===== src/rtl/sar_seq_pkg.sv =====
package sar_seq_pkg;
  typedef enum logic [1:0] {ST_IDLE, ST_SETTLE, ST_SEARCH} sar_state_e;

  localparam logic [1:0] W_RESULT = 2'd0;
  localparam logic [1:0] W_STATUS = 2'd1;
  localparam logic [1:0] W_CTRL   = 2'd2;
  localparam logic [1:0] W_DELAY  = 2'd3;

  localparam int CB_PWR  = 3;
  localparam int CB_IEN  = 5;
  localparam int CB_DONE = 6;
  localparam int CH_W    = 3;
endpackage


===== src/rtl/sar_regs.sv =====
module sar_regs
  import sar_seq_pkg::*;
#(
  parameter int RES_W  = 10,
  parameter int NUM_CH = 3,
  parameter int DLY_W  = 16
) (
  input  logic             clk,
  input  logic             rst,
  input  logic             bus_sel,
  input  logic             bus_wr,
  input  logic [1:0]       bus_addr,
  input  logic [31:0]      bus_wdata,
  output logic [31:0]      bus_rdata,
  input  logic [RES_W-1:0] result,
  input  logic             busy,
  input  logic             done,
  output logic [DLY_W-1:0] dly_q,
  output logic [CH_W-1:0]  ch_q,
  output logic             ien_q,
  output logic             pwr_q,
  output logic             start,
  output logic             stop
);
  localparam logic [31:0] NCH = NUM_CH;

  logic wr_ctrl, ch_ok;
  logic [31:0] rd_mux;

  always_comb begin
    wr_ctrl = bus_sel && bus_wr && (bus_addr == W_CTRL);
    ch_ok   = {29'd0, bus_wdata[CH_W-1:0]} < NCH;
    start   = wr_ctrl && bus_wdata[CB_PWR] && ch_ok;
    stop    = wr_ctrl && !bus_wdata[CB_PWR];
  end

  always_ff @(posedge clk) begin
    if (rst) begin
      ch_q  <= '0;
      ien_q <= 1'b0;
      pwr_q <= 1'b0;
      dly_q <= '0;
    end else begin
      if (start) begin
        ch_q  <= bus_wdata[CH_W-1:0];
        ien_q <= bus_wdata[CB_IEN];
        pwr_q <= 1'b1;
      end else if (stop) begin
        ch_q  <= '0;
        ien_q <= 1'b0;
        pwr_q <= 1'b0;
      end
      if (bus_sel && bus_wr && bus_addr == W_DELAY)
        dly_q <= bus_wdata[DLY_W-1:0];
    end
  end

  always_comb begin
    rd_mux = '0;
    case (bus_addr)
      W_RESULT: rd_mux[RES_W-1:0] = result;
      W_STATUS: rd_mux[0] = busy;
      W_CTRL: begin
        rd_mux[CH_W-1:0] = ch_q;
        rd_mux[CB_PWR]   = pwr_q;
        rd_mux[CB_IEN]   = ien_q;
        rd_mux[CB_DONE]  = done;
      end
      default: rd_mux[DLY_W-1:0] = dly_q;
    endcase
  end

  always_ff @(posedge clk) begin
    if (rst)                     bus_rdata <= '0;
    else if (bus_sel && !bus_wr) bus_rdata <= rd_mux;
  end
endmodule


===== src/rtl/sar_fsm.sv =====
module sar_fsm
  import sar_seq_pkg::*;
#(
  parameter int RES_W = 10,
  parameter int DLY_W = 16
) (
  input  logic             clk,
  input  logic             rst,
  input  logic             start,
  input  logic             stop,
  input  logic [DLY_W-1:0] dly,
  input  logic             cmp_in,
  output logic             busy,
  output logic             done,
  output logic [RES_W-1:0] result,
  output logic [RES_W-1:0] dac_code
);
  localparam int IW = $clog2(RES_W);
  localparam logic [IW-1:0]    TOP_IDX = IW'(RES_W - 1);
  localparam logic [RES_W-1:0] ONE     = RES_W'(1);
  localparam logic [RES_W-1:0] MSB_SET = ONE << (RES_W - 1);

  sar_state_e       st_q;
  logic [DLY_W-1:0] cnt_q;
  logic [IW-1:0]    idx_q;
  logic [RES_W-1:0] cur_msk, nxt_msk, kept;

  always_comb begin
    cur_msk = ONE << idx_q;
    nxt_msk = cur_msk >> 1;
    kept    = cmp_in ? dac_code : (dac_code & ~cur_msk);
  end

  always_ff @(posedge clk) begin
    if (rst) begin
      st_q     <= ST_IDLE;
      cnt_q    <= '0;
      idx_q    <= '0;
      dac_code <= '0;
      result   <= '0;
      done     <= 1'b0;
    end else if (stop) begin
      st_q     <= ST_IDLE;
      dac_code <= '0;
      done     <= 1'b0;
    end else if (start) begin
      st_q     <= ST_SETTLE;
      cnt_q    <= dly;
      dac_code <= '0;
      done     <= 1'b0;
    end else begin
      case (st_q)
        ST_SETTLE: begin
          if (cnt_q == '0) begin
            st_q     <= ST_SEARCH;
            idx_q    <= TOP_IDX;
            dac_code <= MSB_SET;
          end else begin
            cnt_q <= cnt_q - 1'b1;
          end
        end
        ST_SEARCH: begin
          if (idx_q == '0) begin
            result   <= kept;
            dac_code <= kept;
            done     <= 1'b1;
            st_q     <= ST_IDLE;
          end else begin
            dac_code <= kept | nxt_msk;
            idx_q    <= idx_q - 1'b1;
          end
        end
        default: ;
      endcase
    end
  end

  assign busy = (st_q != ST_IDLE);
endmodule


===== src/rtl/sar_seq_top.sv =====
module sar_seq_top
  import sar_seq_pkg::*;
#(
  parameter int RES_W  = 10,
  parameter int NUM_CH = 3,
  parameter int DLY_W  = 16
) (
  input  logic             clk,
  input  logic             rst,
  input  logic             bus_sel,
  input  logic             bus_wr,
  input  logic [1:0]       bus_addr,
  input  logic [31:0]      bus_wdata,
  output logic [31:0]      bus_rdata,
  output logic             irq,
  output logic             adc_pwr,
  output logic [2:0]       adc_chan,
  output logic [RES_W-1:0] dac_code,
  input  logic             cmp_in
);
  logic [DLY_W-1:0] dly_w;
  logic [RES_W-1:0] result_w;
  logic busy_w, done_w, ien_w, start_w, stop_w;

  sar_regs #(.RES_W(RES_W), .NUM_CH(NUM_CH), .DLY_W(DLY_W)) u_regs (
    .clk(clk), .rst(rst), .bus_sel(bus_sel), .bus_wr(bus_wr),
    .bus_addr(bus_addr), .bus_wdata(bus_wdata), .bus_rdata(bus_rdata),
    .result(result_w), .busy(busy_w), .done(done_w), .dly_q(dly_w),
    .ch_q(adc_chan), .ien_q(ien_w), .pwr_q(adc_pwr),
    .start(start_w), .stop(stop_w)
  );

  sar_fsm #(.RES_W(RES_W), .DLY_W(DLY_W)) u_fsm (
    .clk(clk), .rst(rst), .start(start_w), .stop(stop_w), .dly(dly_w),
    .cmp_in(cmp_in), .busy(busy_w), .done(done_w), .result(result_w),
    .dac_code(dac_code)
  );

  assign irq = ien_w & done_w;
endmodule


===== config.mk =====
export PLATFORM = sky130hd
export DESIGN_NAME = sar_seq_top
export DESIGN_NICKNAME = d
export VERILOG_FILES = /design/src/rtl/sar_seq_pkg.sv /design/src/rtl/sar_regs.sv /design/src/rtl/sar_fsm.sv /design/src/rtl/sar_seq_top.sv
export SDC_FILE = /design/constraint.sdc
export NUM_CORES = 1
export LEC_CHECK = 0
export BUFFER_PORTS_ARGS = -buffer_cell sky130_fd_sc_hd__buf_2
export CAP_MARGIN = 20
export CORE_MARGIN = 3
export CORE_UTILIZATION = 50
export CTS_BUF_LIST = sky130_fd_sc_hd__clkbuf_4 sky130_fd_sc_hd__clkbuf_8 sky130_fd_sc_hd__clkbuf_16
export CTS_CLUSTER_SIZE = 28
export DETAILED_ROUTE_END_ITERATION = 10
export PLACE_DENSITY = 0.81
export REMOVE_ABC_BUFFERS = 1
export SYNTH_ARGS = -nofsm -noshare
export SYNTH_HDL_FRONTEND = slang
export SYNTH_SLANG_ARGS = --single-unit
export TNS_END_PERCENT = 5

===== constraint.sdc =====
create_clock -name clk -period 6.4 [get_ports clk]
set_input_delay 1.6 -clock clk [delete_from_list [all_inputs] [get_ports clk]]
set_output_delay 1.6 -clock clk [all_outputs]
set_load 0.03 [all_outputs]

# --- Word-level counts from Yosys, hierarchy flattened ---
# Cells that the tools add are included.
totals:
  in_bits: 39
  output_inout_bits: 47
  latchBits: 0
  word_cells: 86
  mem_bits_ro: 0
  ram_bits: 0
  register_bits: 80
  n_memories: 0
classes:
  n_mul: 0
  div_mod_pow: 0
  n_lt_le_gt_ge: 1
  mux: 25
  n_bitwise: 6
  n_shift: 1
  eq_ne: 11
  n_reduce_logical: 28
  add_sub_neg: 2
ops:
  columns: ["operator", "count"]
  rows:
  - ["16-bit two-way mux", 3]
  - ["10-bit two-way mux", 3]
  - ["10-bit case mux with 2 select lines", 1]
  - ["16-bit zero test", 1]
  - ["16-bit by 1-bit subtractor with 16-bit output (second input constant)", 1]
  - ["10-bit AND", 1]
  - ["10-bit inverter", 1]
  - ["10-bit by 9-bit OR with 10-bit output", 1]
  - ["1-bit by 4-bit left shift with 10-bit output (first input constant)", 1]
  - ["3-bit case mux with 3 select lines", 1]
  - ["3-bit AND reduction", 3]
  - ["4-bit two-way mux", 2]
  - ["4-bit case mux with 2 select lines", 1]
  - ["2-bit nonzero test", 4]
  - ["1-bit logical AND", 7]
  - ["2-bit == test (second input constant)", 3]
  - ["3-bit two-way mux", 2]
  - ["6-bit two-way mux", 1]
  - ["3-bit by 2-bit inequality test with 1-bit output (second input constant)", 2]
  - ["2-bit case mux with 3 select lines", 1]
  - ["3-bit case mux with 2 select lines", 1]
  - ["3-bit OR reduction", 2]
  - ["5-bit AND reduction", 1]
  - ["2-bit by 1-bit == test with 1-bit output (second input constant)", 2]
  - ["18 further kinds", 28]

# --- Logic depth before layout (Yosys ltp) ---
# Gate-level depths: netlist of the first run.
depth:
  word_depth: 7
  depth_mapped: 9
  depth_no_buf: 7

# --- By module ---
# From an unflattened synthesis of the first run, not the netlist that was laid out.
hier_totals:
  hier_cells: 506
  hier_area_um2: 4061.4
by_module_without_submodules:
  columns: ["module", "n_inst", "seq_area_each_um2", "area_each_um2", "cells_each"]
  rows:
  - ["sar_fsm", 1, 860.8, 2352.3, 308]
  - ["sar_regs", 1, 740.7, 1702.9, 197]
  - ["sar_seq_top", 1, 0.0, 6.3, 1]

# --- Worst setup path after synthesis of the first run ---
# Ideal clock, no wire load.
synth_timing:
  kind: "input-to-reg"
  startpoint: "input bus_addr[1]"
  endpoint: "register u_fsm.cnt_q[5]"
  t_arrival_ps: 3230
  setup_slack_ps: 3041
  path_stages: 9
  n_path_buf: 4
  required_time_ps: 6270
  path_cell_list: "clkbuf_1 -> and4b_1 -> clkbuf_1 -> and3_1 -> clkbuf_1 -> clkbuf_1 -> a21oi_1 -> o211ai_1 -> o31ai_1"
synth_via:
  elab_chain_len: 6
  word_cells_on_any_way: 10
synth_rtl:
  columns: ["item", "line", "rtl"]
  rows:
  - ["start, declared", "sar_seq_top.sv:12", "input logic [1:0] bus_addr,"]
  - ["2-bit == test *", "sar_regs.sv:31", "wr_ctrl = bus_sel && bus_wr && (bus_addr == W_CTRL);"]
  - ["1-bit logical AND *", "sar_regs.sv:31", null]
  - ["1-bit logical AND (2 in a row)", "sar_regs.sv:33", "start = wr_ctrl && bus_wdata[CB_PWR] && ch_ok;"]
  - ["2-bit inequality test (no source line) or 2-bit nonzero test (tied branches)", null, null]
  - ["3-bit AND reduction (no source line)", null, null]
  - ["end signal, assigned", "sar_fsm.sv:48", "cnt_q <= dly;"]
  - ["end signal, assigned", "sar_fsm.sv:59", "cnt_q <= cnt_q - 1'b1;"]
  - ["end, declared", "sar_fsm.sv:24", "logic [DLY_W-1:0] cnt_q;"]
# Mark *: on every way between the ends. The rest lies on a longest branch, timed or not.
# A chain may end at the register's enable or synchronous reset.

# --- Worst setup path after layout of the first run ---
layout_timing:
  startpoint: "input bus_addr[0]"
  endpoint: "register u_fsm.cnt_q[1]"
# Same word-level chain as after synthesis.

==> results of run 1 <==
cell type report:
| cell class | instances | area [um2] |
|---|---|---|
| Sequential cell | 80 | 1600 |
| Tap cell | 99 | 124 |
| Clock inverter | 7 | 103 |
| Multi-Input combinational cell | 371 | 2130 |
| Fill cell | 688 | 3060 |
| Inverter | 15 | 56.3 |
| Timing Repair Buffer | 56 | 288 |
| Clock buffer | 9 | 124 |
through the flow:
stage,setup WS (ps),total power (uW)
after global placement,2510,648
after floorplan,3000,610
after global routing,2600,1110
final,2800,1070
after CTS,2840,1070
after detailed placement,2470,652
worst register-to-register path, delay by kind of cell (launching register included):
| kind | cells | cell delay [ps] |
|---|---|---|
| AND/OR/NAND/NOR | 3 | 1760 |
| AO/OA/AOI/OAI | 2 | 970 |
| adder cells (fa/ha/maj) | 1 | 370 |
| flip-flops | 1 | 350 |
| buffers and inverters | 1 | 70 |
sequential cells by signal (all words and copies together) (netlist names):
| name | count |
|---|---|
| u_fsm.cnt_q | 16 |
| u_fsm.dac_code | 10 |
| u_fsm.done | 1 |
| u_fsm.idx_q | 4 |
| u_fsm.result | 10 |
| u_fsm.st_q | 2 |
| u_regs.bus_rdata | 16 |
| u_regs.ch_q | 3 |
| u_regs.dly_q | 16 |
| u_regs.ien_q | 1 |
| u_regs.pwr_q | 1 |
worst max-delay path by stage:
stage                  from                             end  cells past startpoint
5_1_grt         bus_addr[0]     u_fsm.cnt_q[1]$_SDFFE_PP0P_                      6
3_3_place_gp    bus_addr[0]     u_fsm.cnt_q[1]$_SDFFE_PP0P_                      6
6_report        bus_addr[0]     u_fsm.cnt_q[1]$_SDFFE_PP0P_                      6
3_5_place_dp    bus_addr[0]     u_fsm.cnt_q[1]$_SDFFE_PP0P_                      6
4_1_cts         bus_addr[0]     u_fsm.cnt_q[1]$_SDFFE_PP0P_                      6
2_1_floorplan  bus_wdata[1]  u_fsm.dac_code[0]$_SDFFE_PP0P_                      5
layer usage:
metal	up-vias	wire, um
met5	-	0
met4	0	92
met3	11	817
met2	158	5150
met1	1797	4510
li1	1821	-
power by group:
group	leakage (uW)	switching [uW]	internal, uW
clock	0.000116	202	225
combinational	0.00100	88.0	36.9
sequential	0.000647	10.2	508
total	0.00176	300	770
logic make-up after synthesis:
group / count (synthesis)
DFF: 80
buffers and inverters: 63
muxes: 6
and+or+nand+nor: 214
xor gates and xnor gates: 1
other: 1
adders and majority gates: 9
AOI/OAI and AO/OA: 125
cell usage in the layout (no fill, tap or decap), types with 4 or more instances in the layout:
cell,instances
a21o_1,5
a21oi_1,48
a221o_1,6
a221oi_1,10
a22oi_1,10
a31oi_1,5
and2_1,5
and3_1,5
buf_2,53
clkbuf_8,9
conb_1,16
dfxtp_1,80
ha_1,9
inv_1,14
mux2_2,5
nand2_1,79
nand3_1,18
nand4_1,9
nor2_1,43
nor3_1,23
nor4_1,5
o21ai_0,12
o31ai_1,4
or3_1,4
or4_1,4
==> qor.yml, run 1 <==
drt:
  vias_per_cell: 5.95
  drt-initial-drc-count: 291
  wl_um: 10600
  vias: 3787
  wl_per_cell_um: 16.6
  firstDrtPassIters: 7
  ant_nets: 0
  drc: 0
min_path:
  whs_endpoint: "u_fsm.result[1]$_SDFFE_PP0P_"
  min_from: "u_fsm.result[1]$_SDFFE_PP0P_"
  hold_path.class: "register to register"
  hold_depth: 2
place:
  port_buffers: 53
  place_congestion: 0.923
  placed_cell_area_um2: 4200
  place_inst: 621
  place.detailed.hpwl_um: 7450
timing:
  whs_ps: 454
  max_freq_ghz: 0.278
  clock_skew_ps: 9.72
  slew_headroom: 0.278
  hold_viol_final: 0
  worst_pin_slew_ps: 1080
  fin_setup_tns_ps: 0
  period_share: 0.563
  finalMaxSlewViolations: 0
  min_period_ps: 3600
  setup_viol: 0
  rsz0062_at_grt: "no"
yosys:
  synth_compound_area_frac: 0.213
  synth-simple-area-share: 0.257
  synth_cells: 499
  yosys_most_used_dff: "dfxtp_1"
  yosysMostFrequentCell: "dfxtp_1"
  avgSynthCellArea_um2: 7.97
  synth_area_um2: 3980
  synth_area_leader_cell: "dfxtp_1"
  synthTopCellsByCount: "dfxtp_1 (80), nand2_1 (79), a21oi_1 (48)"
  synth_top_cell_area_share: 0.403
  synth_top_family_by_area: "simple AND/OR/NAND/NOR gates"
  synthXorXnorAreaFrac: 0.00220
  synth-adder-area-share: 0.0283
  synth_edf_count: 0
  ys_seq_elements: 80
  ys_async_sr_fraction: 0
  synth_cell_types: 62
  synthMuxAreaShare: 0.0198
  yosys-top-cells-area: "dfxtp_1 (40%), nand2_1 (7.5%), a21oi_1 (6.0%)"
  synth_warnings: 0
  ys_seq_area_frac: 0.403
setup_path:
  cpPeakStageDelay_ps: 920
  end_kind: "register"
  ff2ff_path_depth: 7
  crit_buf_inv: 1
  reg2reg_from: "u_fsm.cnt_q[0]$_SDFFE_PP0P_"
  critPathRequiredTime_ps: 6680
  worstSetupPathType: "input pin to register"
  critPathLaunchType: "input pin"
  timing.rr.end: "u_fsm.dac_code[1]$_SDFFE_PP0P_"
  path_delay_family: "simple AND/OR/NAND/NOR gates"
  critPathMaxFanout: 28
  slowest_stage: "and3_1"
  crit_chain: "buf_2 > and4b_1 > and3_1 > a21oi_2 > a211o_1 > a21oi_1"
  reg2reg_slack_ps: 2840
  arrival_ps: 3890
die:
  die_x_um: 95.2
  die_h_um: 95.2
  num_rows: 31
  ios: 86
  die-area_um2: 9060
  coreArea_um2: 7490
  initial_core_util: 0.531
finish:
  final_util: 0.591
  syn2layout_area_growth_pct: 11.2
  fin_cells: 637
  fin_area_um2: 4420
  nNetsFinal: 581
  diodes: 0
  drive_gt1_frac: 0.162
clock_network:
  clockRootBuffer: "clkbuf_8"
  clock_path_buffers: 2
  cts_tree: "yes"
  htreeDepth: 3
  cts_setup_buffers: 0
  clkLatencyLatePin_ps: 360
  postCtsHoldBufs: 0
  clock-sinks: 80
  cts_inserted_buffers: 9
  clkTransAtPathRegs_ps: 90
  cts.repair.resized: 0
pwr:
  ir_drop_mv: 0.125
  leakagePower_uw: 0.00176
  power_density_nw_per_um2: 242
outcome:
  status: "finished clean"
global_routing:
  top_usage_layer: "met2"
  grt_use_met2: 0.401
  grt_usage: 0.238
  grt_pass1_vias: 3550
  overflow: 0
  grt_pass1_wl_um: 17100
  met3_usage: 0.0552
  grt_max_degree: 67
  met1_usage: 0.310
  antenna_found_initial: 0
flow_run:
  cap_violations: 0
(Power assumes the default switching activity.)
==> run 2, diff against run 1 <==
- ABC_AREA: default -> 1
- clock period: 6.4 -> 3.7 ns (I/O delays scaled with it)
==> run 2 against run 1 <==
  * Sequential power increased by 80%
  * Worst setup slack got worse by 1500 ps
  * Combinational power is 140% higher
  * Highest routed layer unchanged
==> qor.yml, run 2 <==
outcome:
  status: "finished clean"
timing:
  max_freq_ghz: 0.418
  min_period_ps: 2390
  slew_headroom: 0.406
  finalMaxSlewViolations: 0
  fin_setup_tns_ps: 0
  setup_viol: 0
  clock_skew_ps: 11.3
  rsz0062_at_grt: "no"
  worst_pin_slew_ps: 885
  hold_viol_final: 0
  period_share: 0.646
drt:
  wl_per_cell_um: 13.7
  drt-initial-drc-count: 305
  vias: 3942
  vias_per_cell: 5.41
  drc: 0
  wl_um: 9990
  ant_nets: 0
  firstDrtPassIters: 5
min_path:
  min_from: "u_regs.ch_q[2]$_SDFFE_PP0P_"
  hold_path.class: "register to register"
  hold_depth: 2
  whs_endpoint: "u_regs.ch_q[2]$_SDFFE_PP0P_"
pwr:
  p_clk_frac: 0.387
  ir_drop_mv: 0.203
  p_seq_frac: 0.465
  p_int_uw: 1450
  leakagePower_uw: 0.00209
  power_frac_comb: 0.148
  switching_share: 0.279
  power_density_nw_per_um2: 443
  p_switching_uw: 561
die:
  coreArea_um2: 7770
  die-area_um2: 9170
  die_h_um: 95.8
  die_x_um: 95.8
  initial_core_util: 0.519
  num_rows: 32
  ios: 86
global_routing:
  met3_usage: 0.0352
  overflow: 0
  grt_pass1_wl_um: 16200
  met1_usage: 0.294
  grt_usage: 0.224
  grt_use_met2: 0.361
  top_usage_layer: "met2"
  grt_max_degree: 44
  grt_pass1_vias: 3560
  antenna_found_initial: 0
clock_network:
  postCtsHoldBufs: 0
  clkTransAtPathRegs_ps: 90
  clkLatencyLatePin_ps: 360
  cts_setup_buffers: 0
  cts.repair.resized: 0
  cts_inserted_buffers: 9
  cts_tree: "yes"
  htreeDepth: 3
  clock-sinks: 80
  clockRootBuffer: "clkbuf_8"
  clock_path_buffers: 2
setup_path:
  path_delay_family: "buffers and inverters"
  critPathRequiredTime_ps: 3990
  critPathLaunchType: "register"
  ff2ff_path_depth: 9
  crit_chain: "inv_1 > ha_1 > inv_1 > nor2_1 > inv_1 > nor2_1 > buf_4 > o21ai_0 > a21oi_1"
  critPathMaxFanout: 15
  reg2reg_slack_ps: 1310
  worst_path_most_repeated_cell: "inv_1"
  slowest_stage: "ha_1"
  worstSetupPathType: "register to register"
  end_kind: "register"
  arrival_ps: 2680
  worst-path-stages: 9
  crit_buf_inv: 4
  cpPeakStageDelay_ps: 500
  reg2reg_from: "u_fsm.st_q[0]$_SDFFE_PP0P_"
  timing.rr.end: "u_fsm.result[6]$_SDFFE_PP0P_"
finish:
  fill_cells: 711
  layout_commonest_cell: "nand2_1"
  diodes: 0
  multiInputGateArea_um2: 2060
  fin_cells: 729
  drive_gt1_frac: 0.156
  mostFrequentLayoutCells: "nand2_1 (129), dfxtp_1 (80), nor2_1 (75), o21ai_0 (63), buf_2 (53)"
  regArea_um2: 1600
  syn2layout_area_growth_pct: 12.4
  reg.largest.list: "u_fsm.cnt_q: 16 flops, u_regs.bus_rdata: 16 flops, u_regs.dly_q: 16 flops"
  nNetsFinal: 671
yosys:
  ys_async_sr_fraction: 0
  ys_seq_elements: 80
  yosys-top-cells-area: "dfxtp_1 (40%), nand2_1 (12%), o21ai_0 (7.8%)"
  synth_area_leader_cell: "dfxtp_1"
  synth_warnings: 0
  synth_edf_count: 0
  synthTopCellsByCount: "nand2_1 (129), dfxtp_1 (80), nor2_1 (75)"
  ys_seq_area_frac: 0.398
  yosys_most_used_dff: "dfxtp_1"
  yosysMostFrequentCell: "nand2_1"
  synth_cells: 577
  synth_area_um2: 4030
  avgSynthCellArea_um2: 6.98
  synth_cell_types: 33
  synth_top_cell_area_share: 0.398
place:
  port_buffers: 53
  place_inst: 713
  place.detailed.hpwl_um: 7080
  place_congestion: 0.911
flow_run:
  cap_violations: 0
run 2: cell count changes after synthesis, moves of 6 or more:
cell / previous run / this run
nor2_1: 43 / 75
a21oi_1: 48 / 40
a221o_1: 6 / 0
nor2_2: 0 / 8
clkbuf_1: 27 / 11
nand2_1: 79 / 129
a221oi_1: 10 / 1
nor3_1: 23 / 4
nand2_2: 0 / 6
inv_1: 14 / 45
o21ai_0: 12 / 63
nand3_1: 18 / 34
nand4_1: 9 / 1
run 2: how the worst max path moves through the flow:
stage / from / endpoint / slack (ps)
after global routing: u_fsm.st_q[0]$_SDFFE_PP0P_ / u_fsm.result[6]$_SDFFE_PP0P_ / 1030
after CTS: u_fsm.st_q[0]$_SDFFE_PP0P_ / u_fsm.result[6]$_SDFFE_PP0P_ / 1330
after global placement: bus_wr / u_fsm.result[3]$_SDFFE_PP0P_ / 1120
final: u_fsm.st_q[0]$_SDFFE_PP0P_ / u_fsm.result[6]$_SDFFE_PP0P_ / 1310
after detailed placement: bus_wr / u_fsm.result[6]$_SDFFE_PP0P_ / 1030
after floorplan: bus_sel / u_fsm.result[0]$_SDFFE_PP0P_ / 1380
run 2: metal layers:
| layer | wire length [um] | up-vias |
|---|---|---|
| li1 | - | 1942 |
| met1 | 4470 | 1822 |
| met2 | 4720 | 155 |
| met3 | 583 | 23 |
| met4 | 219 | 0 |
| met5 | 0 | - |
run 2: layout make-up:
class                      instances  area share
sequential                        80       0.354
multi-input combinational        426       0.455
inverter                          48      0.0398
clock inverter                     5      0.0235
tap                              102      0.0282
clock buffer                      10      0.0290
timing repair buffer              58      0.0713
run 2: worst min-delay path: stages, from the launching register on:
cell	delay (ps)
dfxtp_1	330
inv_1	50
nor2_1	30
run 2: stage by stage:
step                      area [um2]  setup slack (ps)  power (uW)  hold WS (ps)   util
after floorplan                 3840              1380        1150           439      -
after global placement          4260              1120        1230           432  0.549
after detailed placement        4260              1030        1240           441  0.549
after CTS                       4500              1330        2000           454  0.579
after global routing            4530              1030        2090           467  0.583
final                           4530              1310        2010           450  0.583
run 2: power by group through the flow:
| stage | Clock, uW | Combinational (uW) | Sequential [uW] |
|---|---|---|---|
| 2_1_floorplan | 0 | 197 | 957 |
| 3_3_place_gp | 0 | 278 | 951 |
| 3_5_place_dp | 0 | 288 | 951 |
| 4_1_cts | 779 | 290 | 931 |
| 5_1_grt | 815 | 336 | 938 |
| 6_report | 777 | 298 | 933 |
run 2: cell families (layout without fill, tap and decap cells):
family / Yosys count / in the layout / share of synthesized area
flip-flops: 80 / 80 / 0.398
AO/OA/AOI/OAI: 136 / 136 / 0.188
buffers and inverters: 86 / 121 / 0.105
adder cells (fa/ha/maj): 9 / 9 / 0.0280
XOR/XNOR: 4 / 4 / 0.00870
other: 1 / 16 / 0.000931
AND/OR/NAND/NOR: 261 / 261 / 0.272
